[config.mk]
export PLATFORM = sky130hd
export DESIGN_NAME = cfg_table
export DESIGN_NICKNAME = d
export VERILOG_FILES = /design/src/rtl/cfg_table_pkg.sv /design/src/rtl/cfg_table_rom.sv /design/src/rtl/cfg_table_break.sv /design/src/rtl/cfg_table.sv
export SDC_FILE = /design/constraint.sdc
export NUM_CORES = 1
export LEC_CHECK = 0
export ABC_AREA = 1
export BUFFER_PORTS_ARGS = -buffer_cell sky130_fd_sc_hd__buf_2
export CAP_MARGIN = 10
export CORE_ASPECT_RATIO = 0.6
export CORE_UTILIZATION = 42
export CTS_BUF_LIST = sky130_fd_sc_hd__clkbuf_2
export CTS_CLUSTER_SIZE = 20
export DETAILED_ROUTE_END_ITERATION = 10
export PLACE_DENSITY_LB_ADDON = 0.25
export SYNTH_ARGS = -nofsm -noshare
export SYNTH_HDL_FRONTEND = slang
export SYNTH_SLANG_ARGS = --single-unit
[constraint.sdc]
create_clock -name clk_i -period 0.8 [get_ports clk_i]
set_clock_uncertainty 0.1 [all_clocks]
set_input_delay 0.04 -clock clk_i [delete_from_list [all_inputs] [get_ports clk_i]]
set_output_delay 0.04 -clock clk_i [all_outputs]
set_load 0.03 [all_outputs]
[src/rtl/cfg_table_pkg.sv]
package cfg_table_pkg;
  localparam int          WORD_W      = 32;
  localparam int          FIXED_WORDS = 3;
  localparam logic [31:0] FILLER      = 32'hC0DE_0000;
  localparam logic [31:0] BREAK_KEY   = 32'hC0DE_0000;

  // continuation flag | slot count | version | type | check
  function automatic logic [31:0] eng_word(logic [7:0] ty, logic [3:0] ver, logic [3:0] chk);
    return 32'h8000_0000 | 32'h0001_0000 | {16'd0, ver, 12'd0} | {20'd0, ty, 4'd0} | {28'd0, chk};
  endfunction
endpackage

[src/rtl/cfg_table_rom.sv]
module cfg_table_rom
  import cfg_table_pkg::*;
#(
  parameter int          NUM_DEV   = 4,
  parameter int          IDX_W     = 8,
  parameter logic [31:0] CHIP_ID   = 32'hC002_2D15,
  parameter logic [7:0]  PEEK_TYPE = 8'h02,
  parameter logic [7:0]  LINK_TYPE = 8'h03
) (
  input  logic [IDX_W-1:0]          idx_i,
  input  logic [NUM_DEV*WORD_W-1:0] dev_cfg_i,
  output logic [WORD_W-1:0]         word_o
);
  localparam int TERM_IDX = FIXED_WORDS + NUM_DEV;

  logic [WORD_W-1:0] dev_word;

  always_comb begin
    dev_word = '0;
    for (int k = 0; k < NUM_DEV; k++) begin
      if (int'(idx_i) == FIXED_WORDS + k) dev_word = dev_cfg_i[k*WORD_W +: WORD_W];
    end
  end

  always_comb begin
    if (int'(idx_i) == 0)             word_o = CHIP_ID;
    else if (int'(idx_i) == 1)        word_o = eng_word(PEEK_TYPE, 4'h1, 4'hC);
    else if (int'(idx_i) == 2)        word_o = eng_word(LINK_TYPE, 4'h5, 4'hA);
    else if (int'(idx_i) < TERM_IDX)  word_o = dev_word;
    else if (int'(idx_i) == TERM_IDX) word_o = '0;
    else                              word_o = FILLER;
  end
endmodule

[src/rtl/cfg_table_break.sv]
module cfg_table_break
  import cfg_table_pkg::*;
#(
  parameter int IDX_W = 8
) (
  input  logic              clk_i,
  input  logic              rst_ni,
  input  logic              wr_ok_i,
  input  logic [IDX_W-1:0]  idx_i,
  input  logic [WORD_W-1:0] wdata_i,
  output logic              pulse_o
);
  always_ff @(posedge clk_i or negedge rst_ni) begin
    if (!rst_ni) pulse_o <= 1'b0;
    else         pulse_o <= wr_ok_i && (idx_i == '0) && (wdata_i == BREAK_KEY);
  end
endmodule

[src/rtl/cfg_table.sv]
module cfg_table
  import cfg_table_pkg::*;
#(
  parameter int          ADDR_W    = 10,
  parameter int          NUM_DEV   = 4,
  parameter logic [31:0] CHIP_ID   = 32'hC002_2D15,
  parameter logic [7:0]  PEEK_TYPE = 8'h02,
  parameter logic [7:0]  LINK_TYPE = 8'h03
) (
  input  logic                      clk_i,
  input  logic                      rst_ni,
  input  logic [ADDR_W-1:0]         addr_i,
  input  logic [2:0]                size_i,
  input  logic                      rd_i,
  input  logic                      wr_i,
  input  logic [31:0]               wdata_i,
  input  logic [32*NUM_DEV-1:0]     dev_cfg_i,
  output logic [31:0]               rdata_o,
  output logic                      rvalid_o,
  output logic                      err_o,
  output logic                      bus_rst_o
);
  localparam int IDX_W = ADDR_W - 2;

  logic [IDX_W-1:0]  idx;
  logic              bad;
  logic [WORD_W-1:0] rom_word;

  assign idx = addr_i[ADDR_W-1:2];
  assign bad = (size_i != 3'd4) || (addr_i[1:0] != 2'b00);

  cfg_table_rom #(
    .NUM_DEV(NUM_DEV), .IDX_W(IDX_W), .CHIP_ID(CHIP_ID),
    .PEEK_TYPE(PEEK_TYPE), .LINK_TYPE(LINK_TYPE)
  ) u_rom (
    .idx_i(idx), .dev_cfg_i(dev_cfg_i), .word_o(rom_word)
  );

  cfg_table_break #(.IDX_W(IDX_W)) u_break (
    .clk_i(clk_i), .rst_ni(rst_ni), .wr_ok_i(wr_i && !bad),
    .idx_i(idx), .wdata_i(wdata_i), .pulse_o(bus_rst_o)
  );

  always_ff @(posedge clk_i or negedge rst_ni) begin
    if (!rst_ni) begin
      rdata_o  <= '0;
      rvalid_o <= 1'b0;
      err_o    <= 1'b0;
    end else begin
      rvalid_o <= rd_i;
      if (rd_i) rdata_o <= bad ? '0 : rom_word;
      if ((rd_i || wr_i) && bad) err_o <= 1'b1;
    end
  end

  p_rvalid_r2: assert property (@(posedge clk_i) disable iff (!rst_ni)
    rd_i |=> rvalid_o);
  p_rvalid_idle_r2: assert property (@(posedge clk_i) disable iff (!rst_ni)
    !rd_i |=> !rvalid_o);
  p_bad_read_zero_r10: assert property (@(posedge clk_i) disable iff (!rst_ni)
    (rd_i && (size_i != 3'd4 || addr_i[1:0] != 2'b00)) |=> (rdata_o == '0 && err_o));
  p_bad_write_quiet_r10: assert property (@(posedge clk_i) disable iff (!rst_ni)
    (wr_i && (size_i != 3'd4 || addr_i[1:0] != 2'b00)) |=> !bus_rst_o);
  p_pulse_cause_r8: assert property (@(posedge clk_i) disable iff (!rst_ni)
    $rose(bus_rst_o) |-> $past(wr_i && addr_i == '0 && size_i == 3'd4 && wdata_i == BREAK_KEY));
  p_err_sticky_r11: assert property (@(posedge clk_i) disable iff (!rst_ni)
    err_o |=> err_o);
endmodule

==> impl_results.md, run 1 <==
- Clock buffer depth: 2
- Mapped cell area: 2770 µm²
- Area share of the leading cell type in the synthesized netlist: 0.339
- Sequential share of the synthesized area: 0.317
- Status: aborted with a tool error
- Area contributors post-synth: nand2_1 34%, dfrtp_1 32%, o21ai_2 5.1%, o21ai_1 3.4%, nor2_1 3.0%
- Clock root cell: clkbuf_2
- Distinct cells, synth: 29
- Total number of H-tree levels: 2
- Clock sink count: 35
- Buffers on Ports: 211
- Pin count of the biggest net entering global routing: 36
- Die W: 107 µm
- Initial core utilization: 0.444
- Log Error: [ERROR DPL-0038] Utilization greater than 100%, impossible to legalize
- Stopped at: global routing (5_1_grt)
- Dpl hpwl: between 8 and 9 mm
- Worst-path end type: primary output
- Post-GRT worst EP: rdata_o[17]
- Ports: 212
- Die height: 64.9 µm
- Area leader, netlist: nand2_1
- Placed Cells incl. Taps: 763
- Synth warnings: 0
- Cell count after synthesis: 448
- Syn avg cell area: around 6 µm²
- Row count: 22
- Global placement routability congestion: 0.887
- Yosys reg bits: 35
- Post-synthesis net count: roughly 630
- CTS Buf Count: 5
metrics by stage:
step | hold slack, ps | setup slack (ps) | cell area [µm²] | setup TNS [ps] | utilization
CTS | -243 | -350 | 5780 | -16710 | 0.930
detailed placement | -77.3 | -664 | 4210 | -20080 | 0.677
global placement | -81.5 | -619 | 4210 | -18680 | 0.677
floorplan | -356 | -356 | 2830 | -10190 | -
cells in the mapped netlist:
cell type / count
and2_1: 1
buf_1: 1
buf_2: 6
buf_4: 6
buf_6: 3
clkbuf_1: 3
dfrtp_1: 35
inv_1: 14
inv_2: 5
inv_4: 1
nand2_1: 250
nand2_2: 6
nand2_4: 1
nand3_1: 14
nand4_1: 6
nor2_1: 22
nor2_2: 3
nor2_4: 4
nor3_1: 2
nor3_2: 1
nor3b_1: 3
nor4_1: 5
o211ai_1: 2
o21a_1: 1
o21ai_0: 4
o21ai_1: 19
o21ai_2: 16
o21bai_1: 1
or2_0: 13
kinds of logic after synthesis:
| family | after synthesis | synth area share |
|---|---|---|
| compound gates | 43 | 0.103 |
| buf+inv | 39 | 0.0728 |
| flops | 35 | 0.317 |
| simple gates | 331 | 0.507 |
timing repair:
item / in CTS
setup buffers: 24
pin swaps: 36
endpoints found under the hold margin: 70
gates cloned: 9
hold buffers: 62
setup endpoints to repair: 68
gates resized for setup: 153
==> run 2, diff against run 1 <==
--- a/config.mk
+++ b/config.mk
@@ -8,12 +8,9 @@
 export ABC_AREA = 1
 export BUFFER_PORTS_ARGS = -buffer_cell sky130_fd_sc_hd__buf_2
 export CAP_MARGIN = 10
-export CORE_ASPECT_RATIO = 0.6
-export CORE_UTILIZATION = 42
-export CTS_BUF_LIST = sky130_fd_sc_hd__clkbuf_2
-export CTS_CLUSTER_SIZE = 20
+export CORE_UTILIZATION = 27
 export DETAILED_ROUTE_END_ITERATION = 10
-export PLACE_DENSITY_LB_ADDON = 0.25
+export PLACE_DENSITY_LB_ADDON = 0.15
 export SYNTH_ARGS = -nofsm -noshare
 export SYNTH_HDL_FRONTEND = slang
 export SYNTH_SLANG_ARGS = --single-unit
==> run 2 against run 1 <==
Against the previous run:
- the flow now finishes, with violations (negative hold slack, negative setup slack)
- synthesized area did not move
- synthesized cell count did not move
==> impl_results.md, run 2 <==
- R2r endpoint: rdata_o[0]$_DFFE_PN0P_
- Hold Crit Class: primary input to flop
- Fin. max-slew vios: 0
- Pre-Repair DR Iteration Count: 4
- Hold violation total from the final report: 18
- Pin count of the biggest net entering global routing: 36
- Final WL: 11.0 mm
- Sequential share of the synthesized area: 0.317 (unchanged)
- Core Area: between 9000 and 10000 µm²
- Via/cell ratio: 4.42
- Yosys reg bits: 35 (unchanged)
- Worst setup EP type: flop
- Clock sink count: 35 (unchanged)
- EDFF count, synth: 0 (unchanged)
- Vias in the first global route: 3514
- R2r setup slk: -160 ps
- Fin Hold WS: -132 ps
- Worst-Skew Late Latency: around 280 ps
- Commonest non-fill, non-tap cell in the layout: nand2_1
- Area share of the leading cell type in the synthesized netlist: 0.339 (unchanged)
- Synth warnings: 0 (unchanged)
- Ratio of cells with drive above 1 in the final layout: 0.480
- Area of the multi-input gates: 1820 µm²
- Ys flop type: dfrtp_1 (unchanged)
- Max Cap Violations: 0
- WL/cell: 13.0 µm
- Die area: 10700 µm²
- Initial core utilization: 0.280 (was 0.444)
- Peak supply drop: 0.000562 V
- P per Cell Area: between 800 and 900 nW/µm²
- Total number of H-tree levels: 2 (unchanged)
- Largest reg by FF count: rdata_o
- Area contributors post-synth: nand2_1 34%, dfrtp_1 32%, o21ai_2 5.1%, o21ai_1 3.4%, nor2_1 3.0% (unchanged)
- Ports: 212 (unchanged)
- Grt total ovfl: 0
- CTS tree: yes
- Global placement routability congestion: 0.886 (was 0.887)
- Routed vias: ~3800
- Reg2reg path depth: 4
- Row count: 36 (was 22)
- Crit path arrival time: 1280 ps
- Dpl hpwl: 8.16 mm (was 8.03 mm)
- Async set or reset register ratio after synthesis: 1.00 (unchanged)
- First-pass GRT wire length: 16.1 mm
- Top-count cell post-synth: nand2_1 (unchanged)
- Initial antenna violation count: 0
- Cell count after synthesis: 448 (unchanged)
- Fin cells: 852
- Total GRT Usage: 0.196
- Final TNS setup: -15540 ps
- Crit path capture: rdata_o[0]$_DFFE_PN0P_
- Syn avg cell area: 6.17 µm² (unchanged)
- Buffers on Ports: 211 (unchanged)
- Final setup viols: 69
- Area grow syn2layout: 85.2%
- Area leader, netlist: nand2_1 (unchanged)
- Relative slew slack: 0.756
- Mapped cell area: 2770 µm² (unchanged)
- Seq. cell area: 877 µm²
- FILL cells: 1010
- Ant diodes: 0
- CP Launch Point: addr_i[8]
- Setup ws final: -348 ps
- Tmin final: roughly 1100 ps
- Largest register FFs: 32
- Crit path kind: primary input to flop
- Critical Path Fanout Max: 7
- WP data required: 930 ps
- Starting DRT DRC Count: 77
- Slew at the pin with the worst max-slew slack: 366 ps
- R2R Path Start: rdata_o[0]$_DFFE_PN0P_
- Period utilization: 1.44
- Post-synthesis net count: 625 (unchanged)
- Reg clk slew, reported paths: approximately 80 ps
- Leakage power: 2.90 nW
- Final ANT Viol Nets: 0
- Placed Cells incl. Taps: 815 (was 763)
- Die height: 103 µm (was 64.9 µm)
- Number of remaining DRC errors: 0
- Status: finished with violations (was aborted with a tool error)
- Clock buffer depth: 2 (unchanged)
- CP startpoint kind: primary input
- Die W: 103 µm (was 107 µm)
- Most instantiated cells after synthesis: 250 x nand2_1, 35 x dfrtp_1, 22 x nor2_1 (unchanged)
- Max Clk Rate: 871 MHz
- Distinct cells, synth: 29 (unchanged)
- CTS Buf Count: 5 (unchanged)
- Violations in the final reports: negative hold slack, negative setup slack
- Clock root cell: clkbuf_8 (was clkbuf_2)
- RSZ-0062 raised after global routing: true
- Nets: roughly 900
- Most frequent cells in the layout: 240 x nand2_1, 170 x buf_2, 49 x buf_6
==> run 2: cell families after synthesis <==
group / after synthesis / share of synthesized area
and+or+nand+nor: 331 / 0.507
DFF: 35 / 0.317
buffers and inverters: 39 / 0.0728
AOI/OAI and AO/OA: 43 / 0.103
==> run 2: stage by stage <==
| step | power (mW) | setup WS [ps] | instance area [µm²] | util |
|---|---|---|---|---|
| 2_1_floorplan | 2.00 | -356 | 2830 | - |
| 3_3_place_gp | 2.62 | -614 | 4320 | 0.438 |
| 3_5_place_dp | 2.63 | -660 | 4320 | 0.438 |
| 4_1_cts | 4.33 | -315 | 4950 | 0.502 |
| 5_1_grt | 4.49 | -435 | 5120 | 0.519 |
| 6_report | 4.29 | -348 | 5120 | 0.519 |
==> run 2: area by class of cell <==
cell class,instances,area share
repair buffers,281,0.402
inverters,20,0.0176
clock inverters,3,0.00855
flip-flops and latches,35,0.171
clock buffers,5,0.0134
multi-input cells,375,0.354
well taps,133,0.0325
==> run 2: routing by layer <==
layer / up-vias / GRT usage / wire length (µm)
li1: 1944 / - / -
met2: 120 / 0.374 / 5620
met3: 8 / 0.0296 / 550
met5: - / 0 / 0
met1: 1698 / 0.229 / 4760
met4: 0 / 0.0433 / 106
==> run 2: report_power, final <==
part	leakage [nW]	internal (mW)	switching, mW
logic	2.36	0.503	0.398
registers	0.480	1.78	0.00764
clock network	0.0581	0.928	0.679
==> run 2: how the worst min path moves through the flow <==
stage | startpoint | slack (ps) | cells after the start | endpoint
final | wr_i | -130 | 3 | err_o$_DFFE_PN0P_
after global placement | rst_ni | -80 | 2 | rdata_o[15]$_DFFE_PN0P_
after floorplan | rst_ni | -360 | 0 | err_o$_DFFE_PN0P_
after CTS | dev_cfg_i[122] | -110 | 3 | rdata_o[26]$_DFFE_PN0P_
after detailed placement | rst_ni | -80 | 2 | rdata_o[15]$_DFFE_PN0P_
after global routing | wr_i | -120 | 3 | err_o$_DFFE_PN0P_
==> run 2: worst max-delay path: stages <==
cell       delay (ps)
buf_6             100
nor2_4            120
nand2_4           120
buf_6             150
nor3_4            130
buf_6             150
clkbuf_16         150
nand2_2            40
nand2_1            50
o21ai_1            60
nand2_1            60
nand2_1            50
nand2_1            60
==> run 2: repair_timing <==
action / in CTS / in global routing
resized for setup: 100 / 19
hold endpoints to repair: 56 / 15
gates cloned: 1 / 3
pin swaps: 9 / 14
endpoints found under the setup margin: 68 / 69
buffers inserted: 15 / 7
hold buffers: 6 / 1
Note: power is estimated with default switching activity, not from simulation.
==> run 3, diff against run 2 <==
--- a/config.mk
+++ b/config.mk
@@ -10,6 +10,7 @@
 export CAP_MARGIN = 10
 export CORE_UTILIZATION = 27
 export DETAILED_ROUTE_END_ITERATION = 10
+export GPL_TIMING_DRIVEN = 0
 export PLACE_DENSITY_LB_ADDON = 0.15
 export SYNTH_ARGS = -nofsm -noshare
 export SYNTH_HDL_FRONTEND = slang
==> run 3 against run 2 <==
Against the previous run:
- the flow still finishes with violations (negative hold slack, negative setup slack)
- via count increased by 0.69%
- maximum frequency increased by 4.9%
- core utilization decreased by 0.72 points
- clock power decreased by 9%
- final area decreased by 1.4%
- largest cell class is now multi-input gates
- global-route usage increased by 1.7 points
- wire length increased by 6.6%
- worst setup slack improved by 53 ps
- clock-buffer cell count increased by 3
==> impl_results.md, run 3 (synthesis gave the netlist of run 2 again) <==
- Status: finished with violations (unchanged)
- Violations in the final reports: negative hold slack, negative setup slack (unchanged)
- CTS Buf Count: 5 (unchanged)
- WL/cell: 14.0 µm (was 13.0 µm)
- First-pass GRT wire length: 17.0 mm (was 16.1 mm)
- Die W: 103 µm (unchanged)
- Core Area: 9860 µm² (unchanged)
- Initial antenna violation count: 0 (unchanged)
- Buffers on Ports: 211 (unchanged)
- Commonest non-fill, non-tap cell in the layout: nand2_1 (unchanged)
- R2r setup slk: -70 ps (was -160 ps)
- Die area: 10700 µm² (unchanged)
- P per Cell Area: 815 nW/µm² (was 838 nW/µm²)
- CP startpoint kind: primary input (unchanged)
- CTS tree: yes (unchanged)
- Grt total ovfl: 0 (unchanged)
- Worst setup EP type: flop (unchanged)
- CTS Hold Bufs: 1 (was 6)
- Setup ws final: -295 ps (was -348 ps)
- WP data required: 930 ps (about the same)
- Ant diodes: 0 (unchanged)
- Max Cap Violations: 0 (unchanged)
- Largest reg by FF count: rdata_o (unchanged)
- Nets: 882 (was 895)
- Most frequent cells in the layout: 230 x nand2_1, 166 x buf_2, 61 x buf_6 (was 240 x nand2_1, 170 x buf_2, 49 x buf_6)
- Final ANT Viol Nets: 0 (unchanged)
- Fin. max-slew vios: 0 (unchanged)
- Final setup viols: 68 (was 69)
- Clock root cell: clkbuf_8 (unchanged)
- Dpl hpwl: 8.59 mm (was 8.16 mm)
- Crit path kind: primary input to flop (unchanged)
- Critical Path Fanout Max: 6 (was 7)
- Fin cells: 839 (was 852)
- Routed vias: 3796 (was 3770)
- Clock buffer depth: 2 (unchanged)
- Starting DRT DRC Count: 66 (was 77)
- Largest register FFs: 32 (unchanged)
- Max Clk Rate: 914 MHz (was 871 MHz)
- Critical-path cell list: buf_4 > inv_2 > nand2_2 > nor2_4 > nand2_8 > buf_8 > buf_6 > buf_6 > nand2_2 > o21ai_2 > nand2_1 > nand2_1 > nand2_1 (was buf_6 > nor2_4 > nand2_4 > buf_6 > nor3_4 > buf_6 > clkbuf_16 > nand2_2 > nand2_1 > o21ai_1 > nand2_1 > nand2_1 > nand2_1)
- Global placement routability congestion: 0.807 (was 0.886)
- Total number of H-tree levels: 2 (unchanged)
- Via/cell ratio: 4.52 (was 4.42)
- Slowest cell on the critical path: nor2_4 (was buf_6)
- Area grow syn2layout: 82.7% (was 85.2%)
- Row count: 36 (unchanged)
- Pin count of the biggest net entering global routing: 36 (unchanged)
- Crit path arrival time: 1230 ps (was 1280 ps)
- Vias in the first global route: 3479 (was 3514)
- Ratio of cells with drive above 1 in the final layout: 0.496 (was 0.480)
- RSZ-0062 raised after global routing: true (unchanged)
- Hold violation total from the final report: 56 (was 18)
- Ports: 212 (unchanged)
- Fin Hold WS: -255 ps (was -132 ps)
- Final WL: 11.8 mm (was 11.0 mm)
- Tmin final: 1090 ps (was 1150 ps)
- Initial core utilization: 0.280 (unchanged)
- Die height: 103 µm (unchanged)
- Relative slew slack: 0.432 (was 0.756)
- Slew at the pin with the worst max-slew slack: 852 ps (was 366 ps)
- CP delay by family, top: buffers and inverters (was simple AND/OR/NAND/NOR gates)
- Period utilization: 1.37 (was 1.44)
- Clock sink count: 35 (unchanged)
- Reg clk slew, reported paths: 70 ps (was 80 ps)
- Total GRT Usage: 0.213 (was 0.196)
- Pre-Repair DR Iteration Count: 4 (unchanged)
- CP dominant cell by count: nand2_1 (unchanged)
- Worst-Skew Late Latency: 280 ps (about the same)
- Number of remaining DRC errors: 0 (unchanged)
- Peak supply drop: 0.000490 V (was 0.000562 V)
- Leakage power: 2.87 nW (was 2.90 nW)
- Placed Cells incl. Taps: 792 (was 815)
- Hold Crit Class: primary input to async pin (was primary input to flop)
- Largest stage delay, worst path: 170 ps (was 150 ps)
- Buffer and inverter count on the worst path: 5 (was 4)
==> run 3: worst register-to-register path: cells and delay by family (launching register included) <==
family,cells,cell delay [ps]
flip-flops,1,400
AND/OR/NAND/NOR,2,110
buffers and inverters,1,140
==> run 3: what timing repair did <==
item / CTS / global route
setup buffers: 21 / 13
setup endpoints to repair: 68 / 69
resized for setup: 145 / 28
endpoints found under the hold margin: 56 / 52
pin swaps: 40 / 18
cloned: 4 / 0
==> run 3: per-stage QoR <==
step	utilization	setup WS (ps)	area, µm²	setup TNS [ps]	power, mW
2_1_floorplan	-	-356	2830	-10190	2.00
3_5_place_dp	0.411	-769	4050	-24560	2.54
6_report	0.512	-295	5050	-13870	4.12
4_1_cts	0.492	-278	4860	-13920	4.10
3_3_place_gp	0.411	-777	4050	-24240	2.53
5_1_grt	0.512	-351	5050	-16970	4.31
==> run 3: per-layer routing <==
layer,track usage,share of wire,up-vias,routed length [µm]
li1,-,-,1911,-
met5,0,0,-,0
met1,0.251,0.41,1729,4820
met3,0.0309,0.055,13,653
met2,0.400,0.52,143,6090
met4,0.0563,0.017,0,201
==> run 3: report_power, final <==
group	switching, mW	leakage, nW	total [mW]	internal (mW)
combinational	0.407	2.34	0.873	0.466
sequential	0.00801	0.480	1.79	1.78
clock	0.671	0.0515	1.46	0.787
total	1.09	2.87	4.12	3.03
==> run 3: final cells by class <==
cell class | count | area (µm²)
inverter | 20 | 100
buffer | 19 | 185
fill | 1030 | 4810
sequential | 35 | 877
multi-input combinational | 374 | 1920
tap | 133 | 166
timing repair buffer | 250 | 1710
clock buffer | 8 | 100
==> run 3: path summary, 6_finish.rpt <==
kind / cells after the start / start / end
worst max register to register: 3 / rdata_o[20]$_DFFE_PN0P_ / rdata_o[20]$_DFFE_PN0P_
min in group clk_i: 3 / wr_i / err_o$_DFFE_PN0P_
worst max-delay path: 13 / addr_i[2] / rdata_o[1]$_DFFE_PN0P_
worst min-delay path: 1 / rst_ni / rdata_o[15]$_DFFE_PN0P_
max in group asynchronous: 1 / rst_ni / err_o$_DFFE_PN0P_
worst min register to register: 2 / err_o$_DFFE_PN0P_ / err_o$_DFFE_PN0P_
